<file path="src/rtl/twi_regslave_pkg.sv">
package twi_regslave_pkg;
  typedef enum logic [2:0] {
    PH_IDLE,
    PH_DEV,
    PH_PHI,
    PH_PLO,
    PH_WDAT,
    PH_RDAT,
    PH_SKIP
  } phase_t;
endpackage

</file>
<file path="src/rtl/twi_line_sync.sv">
module twi_line_sync #(
  parameter int STAGES = 2
) (
  input  logic clk,
  input  logic rst,
  input  logic scl_i,
  input  logic sda_i,
  output logic scl_s,
  output logic sda_s,
  output logic scl_rise,
  output logic scl_fall,
  output logic start_det,
  output logic stop_det
);
  logic [STAGES-1:0] scl_pipe;
  logic [STAGES-1:0] sda_pipe;
  logic              scl_d;
  logic              sda_d;

  generate
    if (STAGES == 1) begin : g_one
      always_ff @(posedge clk) begin
        if (rst) begin
          scl_pipe <= '1;
          sda_pipe <= '1;
        end else begin
          scl_pipe <= scl_i;
          sda_pipe <= sda_i;
        end
      end
    end else begin : g_many
      always_ff @(posedge clk) begin
        if (rst) begin
          scl_pipe <= '1;
          sda_pipe <= '1;
        end else begin
          scl_pipe <= {scl_pipe[STAGES-2:0], scl_i};
          sda_pipe <= {sda_pipe[STAGES-2:0], sda_i};
        end
      end
    end
  endgenerate

  always_ff @(posedge clk) begin
    if (rst) begin
      scl_d <= 1'b1;
      sda_d <= 1'b1;
    end else begin
      scl_d <= scl_pipe[STAGES-1];
      sda_d <= sda_pipe[STAGES-1];
    end
  end

  assign scl_s     = scl_pipe[STAGES-1];
  assign sda_s     = sda_pipe[STAGES-1];
  assign scl_rise  = scl_s & ~scl_d;
  assign scl_fall  = ~scl_s & scl_d;
  assign start_det = scl_s & scl_d & sda_d & ~sda_s;
  assign stop_det  = scl_s & scl_d & ~sda_d & sda_s;
endmodule

</file>
<file path="src/rtl/twi_reg_ptr.sv">
module twi_reg_ptr #(
  parameter int AW = 16
) (
  input  logic          clk,
  input  logic          rst,
  input  logic          ld_hi,
  input  logic          ld_lo,
  input  logic          inc,
  input  logic [7:0]    byte_in,
  output logic [AW-1:0] ptr
);
  localparam int HI_W = AW - 8;
  localparam logic [AW-1:0] PTR_MAX = '1;

  always_ff @(posedge clk) begin
    if (rst) begin
      ptr <= '0;
    end else if (ld_hi) begin
      ptr[AW-1:8] <= byte_in[HI_W-1:0];
    end else if (ld_lo) begin
      ptr[7:0] <= byte_in;
    end else if (inc) begin
      ptr <= ptr + 1'b1;
    end
  end

  assert_ptr_wrap_R9: assert property (@(posedge clk) disable iff (rst)
    (inc && !ld_hi && !ld_lo && ptr == PTR_MAX) |=> (ptr == '0));

  assert_ptr_hold_R7: assert property (@(posedge clk) disable iff (rst)
    (!inc && !ld_hi && !ld_lo) |=> $stable(ptr));
endmodule

</file>
<file path="src/rtl/twi_frame_fsm.sv">
module twi_frame_fsm
  import twi_regslave_pkg::*;
#(
  parameter logic [6:0] DEV_ADDR = 7'h2C
) (
  input  logic       clk,
  input  logic       rst,
  input  logic       scl_s,
  input  logic       sda_s,
  input  logic       scl_rise,
  input  logic       scl_fall,
  input  logic       start_det,
  input  logic       stop_det,
  input  logic [7:0] rd_byte,
  output logic       sda_oe,
  output logic       ld_hi,
  output logic       ld_lo,
  output logic       ptr_inc,
  output logic       wr_stb,
  output logic [7:0] rx_byte
);
  localparam logic [3:0] ACK_SLOT = 4'd8;
  localparam logic [3:0] LAST_BIT = 4'd7;

  phase_t     phase;
  phase_t     next_ph;
  logic [3:0] cnt;
  logic       rw;
  logic       frame_end;
  logic [7:0] rx;
  logic [7:0] tx;

  // phase entered at the end of an acknowledged byte
  always_comb begin
    unique case (phase)
      PH_DEV:  next_ph = rw ? PH_RDAT : PH_PHI;
      PH_PHI:  next_ph = PH_PLO;
      PH_PLO:  next_ph = PH_WDAT;
      PH_WDAT: next_ph = PH_WDAT;
      PH_RDAT: next_ph = PH_RDAT;
      default: next_ph = phase;
    endcase
  end

  always_ff @(posedge clk) begin
    if (rst) begin
      phase     <= PH_IDLE;
      cnt       <= '0;
      rw        <= 1'b0;
      frame_end <= 1'b0;
      rx        <= '0;
      tx        <= '0;
      sda_oe    <= 1'b0;
      ld_hi     <= 1'b0;
      ld_lo     <= 1'b0;
      ptr_inc   <= 1'b0;
      wr_stb    <= 1'b0;
    end else begin
      ld_hi   <= 1'b0;
      ld_lo   <= 1'b0;
      ptr_inc <= 1'b0;
      wr_stb  <= 1'b0;
      if (stop_det) begin
        phase     <= PH_IDLE;
        sda_oe    <= 1'b0;
        cnt       <= '0;
        frame_end <= 1'b0;
      end else if (start_det) begin
        phase     <= PH_DEV;
        sda_oe    <= 1'b0;
        cnt       <= '0;
        frame_end <= 1'b0;
      end else if (phase != PH_IDLE && phase != PH_SKIP) begin
        if (scl_rise) begin
          if (cnt == ACK_SLOT) begin
            cnt       <= '0;
            frame_end <= 1'b1;
            if (phase == PH_RDAT) begin
              ptr_inc <= 1'b1;
              if (sda_s) phase <= PH_SKIP;
            end
          end else begin
            cnt <= cnt + 4'd1;
            rx  <= {rx[6:0], sda_s};
            if (cnt == LAST_BIT) begin
              unique case (phase)
                PH_DEV: begin
                  if (rx[6:0] == DEV_ADDR) rw <= sda_s;
                  else phase <= PH_SKIP;
                end
                PH_PHI:  ld_hi <= 1'b1;
                PH_PLO:  ld_lo <= 1'b1;
                PH_WDAT: begin
                  wr_stb  <= 1'b1;
                  ptr_inc <= 1'b1;
                end
                default: ;
              endcase
            end
          end
        end else if (scl_fall) begin
          if (frame_end) begin
            frame_end <= 1'b0;
            phase     <= next_ph;
            if (next_ph == PH_RDAT) begin
              tx     <= rd_byte;
              sda_oe <= ~rd_byte[7];
            end else begin
              sda_oe <= 1'b0;
            end
          end else if (cnt == ACK_SLOT) begin
            sda_oe <= (phase != PH_RDAT);
          end else if (phase == PH_RDAT && cnt != 4'd0) begin
            tx     <= {tx[6:0], 1'b0};
            sda_oe <= ~tx[6];
          end
        end
      end
    end
  end

  assign rx_byte = rx;

  assert_released_when_idle_R2: assert property (@(posedge clk) disable iff (rst)
    (phase == PH_IDLE || phase == PH_SKIP) |-> !sda_oe);

  assert_drive_while_low_R5: assert property (@(posedge clk) disable iff (rst)
    $rose(sda_oe) |-> !scl_s);

  assert_restart_rearms_R8: assert property (@(posedge clk) disable iff (rst)
    start_det |=> (phase == PH_DEV && cnt == 4'd0));
endmodule

</file>
<file path="src/rtl/twi_regslave.sv">
module twi_regslave #(
  parameter logic [6:0] DEV_ADDR    = 7'h2C,
  parameter int         AW          = 16,
  parameter int         SYNC_STAGES = 2
) (
  input  logic          clk,
  input  logic          rst,
  input  logic          scl_i,
  input  logic          sda_i,
  output logic          sda_oe,
  output logic [AW-1:0] reg_addr,
  output logic [7:0]    reg_wdata,
  output logic          reg_we,
  input  logic [7:0]    reg_rdata
);
  logic          scl_s, sda_s, scl_rise, scl_fall, start_det, stop_det;
  logic          ld_hi, ld_lo, ptr_inc, wr_stb;
  logic [7:0]    rx_byte;
  logic [AW-1:0] ptr;

  twi_line_sync #(.STAGES(SYNC_STAGES)) u_sync (
    .clk(clk), .rst(rst), .scl_i(scl_i), .sda_i(sda_i),
    .scl_s(scl_s), .sda_s(sda_s), .scl_rise(scl_rise), .scl_fall(scl_fall),
    .start_det(start_det), .stop_det(stop_det)
  );

  twi_frame_fsm #(.DEV_ADDR(DEV_ADDR)) u_fsm (
    .clk(clk), .rst(rst), .scl_s(scl_s), .sda_s(sda_s),
    .scl_rise(scl_rise), .scl_fall(scl_fall),
    .start_det(start_det), .stop_det(stop_det), .rd_byte(reg_rdata),
    .sda_oe(sda_oe), .ld_hi(ld_hi), .ld_lo(ld_lo), .ptr_inc(ptr_inc),
    .wr_stb(wr_stb), .rx_byte(rx_byte)
  );

  twi_reg_ptr #(.AW(AW)) u_ptr (
    .clk(clk), .rst(rst), .ld_hi(ld_hi), .ld_lo(ld_lo), .inc(ptr_inc),
    .byte_in(rx_byte), .ptr(ptr)
  );

  // the strobe meets the pre-increment pointer value
  always_ff @(posedge clk) begin
    if (rst) begin
      reg_addr  <= '0;
      reg_wdata <= '0;
      reg_we    <= 1'b0;
    end else begin
      reg_addr  <= ptr;
      reg_wdata <= rx_byte;
      reg_we    <= wr_stb;
    end
  end

  assert_we_single_R3: assert property (@(posedge clk) disable iff (rst)
    reg_we |=> !reg_we);

  assert_we_addr_step_R4: assert property (@(posedge clk) disable iff (rst)
    reg_we |=> (reg_addr == $past(reg_addr) + 1'b1));
endmodule

</file>
<file path="config.mk">
export PLATFORM = sky130hd
export DESIGN_NAME = twi_regslave
export DESIGN_NICKNAME = d
export VERILOG_FILES = /design/src/rtl/twi_regslave_pkg.sv /design/src/rtl/twi_line_sync.sv /design/src/rtl/twi_reg_ptr.sv /design/src/rtl/twi_frame_fsm.sv /design/src/rtl/twi_regslave.sv
export SDC_FILE = /design/constraint.sdc
export NUM_CORES = 1
export LEC_CHECK = 0
export BUFFER_PORTS_ARGS = -buffer_cell sky130_fd_sc_hd__buf_2
export CORE_MARGIN = 3
export CORE_UTILIZATION = 55
export DETAILED_ROUTE_END_ITERATION = 10
export GPL_TIMING_DRIVEN = 0
export PLACE_DENSITY = 0.82
export SLEW_MARGIN = 20
export SYNTH_ARGS = -nofsm -noshare
export SYNTH_HDL_FRONTEND = slang
export SYNTH_SLANG_ARGS = --single-unit
</file>
<file path="constraint.sdc">
create_clock -name clk -period 5 [get_ports clk]
set_input_delay 0 -clock clk [delete_from_list [all_inputs] [get_ports clk]]
set_output_delay 0 -clock clk [all_outputs]
set_load 0.03 [all_outputs]
</file>
==> results.ini <==
[clock_network]
clock-sinks=76
cts_root_buf=clkbuf_8
clk_pin_slew_worst_paths_ns=0.07
cts_setup_buffers=0
cts.repair.resized=0
clock_path_buffers=2
clk_latency_ns=0.35
cts_tree=done
htreeDepth=3
cts_made_buffers=9

[place]
hpwl_mm=4.906
port-buffer-count=37
dpl_worst_slack_ns=2.831
place_congestion=0.9104

[floorplan]
initial_core_util=0.5797
rows=27
dieArea_um2=6908
core-area_um2=5642
die_h_um=83.12
die-width_um=83.12
ios=38

[power]
p_leak_uw=0.001511
p_seq_frac=0.560
swShare=0.2206
internal_power_uw=847.0
p_total_uw=1087
p_switching_uw=239.8
ir_drop_mv=0.1902
power_density_nw_per_um2=287.8
p_clk_frac=0.412
combinationalPowerShare=0.028

[timing]
setup_ws_ns=2.788
rsz0062_at_grt=false
max_freq_mhz=452.0
tns_ns=0
finalCriticalPeriod_ns=2.212
fin_crit_sh=0.4425
relSlewSlack=0.6107
skew_ns=0.009646
tightest_slew_ns=0.5839
drv_slew=0
hold_viol=0
final-setup-viol-count=0

[drt]
drt-initial-drc-count=300
postRouteAntennaNets=0
first_pass_iters=7
num_vias=2767
viasPerCell=5.601
route.detailed.drc=0
wirelength_mm=6.986
wl_per_cell_um=14.14

[logic_synthesis]
async_flop_share=0
yosysMostFrequentCell=dfxtp_1
ys_ff_latch=76
synth_top_cell_by_area=dfxtp_1
yosysTopAreaCellShare=0.4652
yosysWarningCount=0
synth_common_cells=76 x dfxtp_1, 42 x nor2_1, 28 x nand2_1
synth_area_per_cell_um2=8.936
synthTopCellsByArea=dfxtp_1 47%, mux2i_1 5.2%, nor2_1 4.8%
ys_types=57
synthFlopType=dfxtp_1
postSynthCellCount=366
synth-seq-area-share=0.4652
synth-edff-count=0
synth_area_um2=3271
synth_fp_nets=384

[critical_path]
cpMostUsedCell=a211oi_1
reg2reg_from=u_fsm.cnt[0]
rr_worst_depth=8
critPathMaxFanout=9
worstSetupPathType=reg -> reg
cp_num_buf_inv=2
crit_family=simple AND/OR/NAND/NOR gates
crit_path_end_kind=flop
path_cells=inv_1 -> ha_1 -> nor3b_1 -> o32a_1 -> or4_4 -> buf_6 -> a211oi_1 -> a211oi_1
required_ns=5.20
cpPeakStageDelay_ns=0.49
startpoint_type=flop
critPathSlowestCell=or4_4
reg2reg_to=u_fsm.tx[6]
reg2reg_slack_ns=2.79
arrival_ns=2.41

[global_route]
track_usage=0.2123
grt_pass1_wl_mm=12.01
grt_max_degree=14
grt.overflow.total=0
grt_pass1_vias=2612
antenna_found_initial=0

[hold_path]
hold_depth=4
hp-class=in -> reg
min-delay-start=reg_rdata[4]
hold_end=u_fsm.tx[4]

[layout]
drive_above_1_share=0.1682
area_growth_pct=15.46
final_nets=436
antenna_cells=0

[outcome]
status=finished, final reports clean

[flow_run]
maxCapViolations=0

registers in the layout, summed over array words and instances, names as in the netlist, 2 cells and up:
signal and count:
reg_addr 16, u_ptr.ptr 16, reg_wdata 8, u_fsm.rx_byte 8
u_fsm.tx 7, u_fsm.cnt 4, u_fsm.phase 3, u_sync.scl_pipe 2
u_sync.sda_pipe 2
per-layer routing:
layer  wire length (um)  global-route usage  up-vias
met2               3118              0.3192      138
met5                  0                   0        -
li1                   -                   -     1358
met4                197              0.1248        0
met3                558             0.04960       22
met1               3111              0.2775     1249
through the flow:
| stage | std cells | hold slack [ns] | instance area (um^2) | utilization |
|---|---|---|---|---|
| 2_1_floorplan | 366 | 0.08982 | 3271 | - |
| 3_3_place_gp | 475 | 0.1838 | 3546 | 0.6285 |
| 3_5_place_dp | 475 | 0.1888 | 3546 | 0.6285 |
| 4_1_cts | 494 | 0.005804 | 3776 | 0.6693 |
| 5_1_grt | 494 | 0.03396 | 3776 | 0.6693 |
| 6_report | 494 | 0.02238 | 3776 | 0.6693 |
worst max-delay path by stage:
stage / slack (ns) / depth (start not counted) / to / start
after CTS: 2.81 / 8 / u_fsm.tx[0] / u_fsm.cnt[0]
final: 2.79 / 8 / u_fsm.tx[6] / u_fsm.cnt[0]
after floorplan: 2.95 / 8 / u_fsm.tx[0] / u_fsm.cnt[0]
after global placement: 2.87 / 8 / u_fsm.tx[0] / u_fsm.cnt[0]
after global routing: 2.69 / 8 / u_fsm.tx[6] / u_fsm.cnt[0]
after detailed placement: 2.83 / 8 / u_fsm.tx[0] / u_fsm.cnt[0]
layout make-up:
cell class / instances / area, um^2
fillers: 449 / 1866
clock inverters: 6 / 66.31
multi-input cells: 254 / 1602
flip-flops and latches: 76 / 1521
repair buffers: 41 / 225.2
inverters: 18 / 67.56
clock buffers: 9 / 123.9
plain buffers: 18 / 80.08
well taps: 72 / 90.09
cell usage in the layout (no fill, tap or decap), types with 2 or more instances in the layout:
| master | n |
|---|---|
| and2_1 | 4 |
| o31ai_1 | 3 |
| mux2_2 | 5 |
| nand2_1 | 28 |
| nor2_1 | 42 |
| o21ai_0 | 9 |
| buf_2 | 38 |
| a21oi_1 | 13 |
| a211oi_1 | 9 |
| nor3b_1 | 2 |
| a22o_1 | 2 |
| xor2_1 | 9 |
| nand3b_1 | 3 |
| clkinv_4 | 3 |
| nor2b_1 | 24 |
| a22oi_1 | 4 |
| clkbuf_1 | 14 |
| dfxtp_1 | 76 |
| nor3_1 | 10 |
| nor4_1 | 5 |
| nand4_1 | 5 |
| nand3_1 | 10 |
| o211ai_1 | 3 |
| a311oi_1 | 2 |
| nand2b_1 | 7 |
| ha_1 | 6 |
| dlygate4sd3_1 | 4 |
| or2_2 | 7 |
| inv_1 | 17 |
| clkbuf_8 | 9 |
| mux2i_1 | 17 |
| clkinv_2 | 2 |
cell families (layout without fill, tap and decap cells):
family                     Yosys count  count (layout)  share of synthesized area
adders and majority gates            6               6                    0.02295
muxes                               22              22                    0.06924
DFF                                 76              76                     0.4652
buffers and inverters               36              92                    0.04514
xor gates and xnor gates            10              10                    0.02678
and+or+nand+nor                    157             157                     0.2475
AOI/OAI and AO/OA                   59              59                     0.1232
worst min-delay path: cells and delay by family:
| family | cells | cell delay (ns) |
|---|---|---|
| muxes | 2 | 0.18 |
| buffers and inverters | 1 | 0.07 |
| and+or+nand+nor | 1 | 0.07 |
what timing repair did:
item | 4_1_cts | 5_1_grt
endpoints found under the hold margin | 4 | 0
setup endpoints to repair | 0 | 0
hold buffers | 4 | 0
power by group through the flow:
| stage | combinational, uW | sequential (uW) | clock [uW] |
|---|---|---|---|
| 2_1_floorplan | 16.7 | 623 | 0 |
| 3_3_place_gp | 27.4 | 623 | 0 |
| 3_5_place_dp | 28.1 | 623 | 0 |
| 4_1_cts | 30.6 | 609 | 460 |
| 5_1_grt | 34.6 | 609 | 486 |
| 6_report | 30.7 | 609 | 447 |
(Power assumes the default switching activity.)
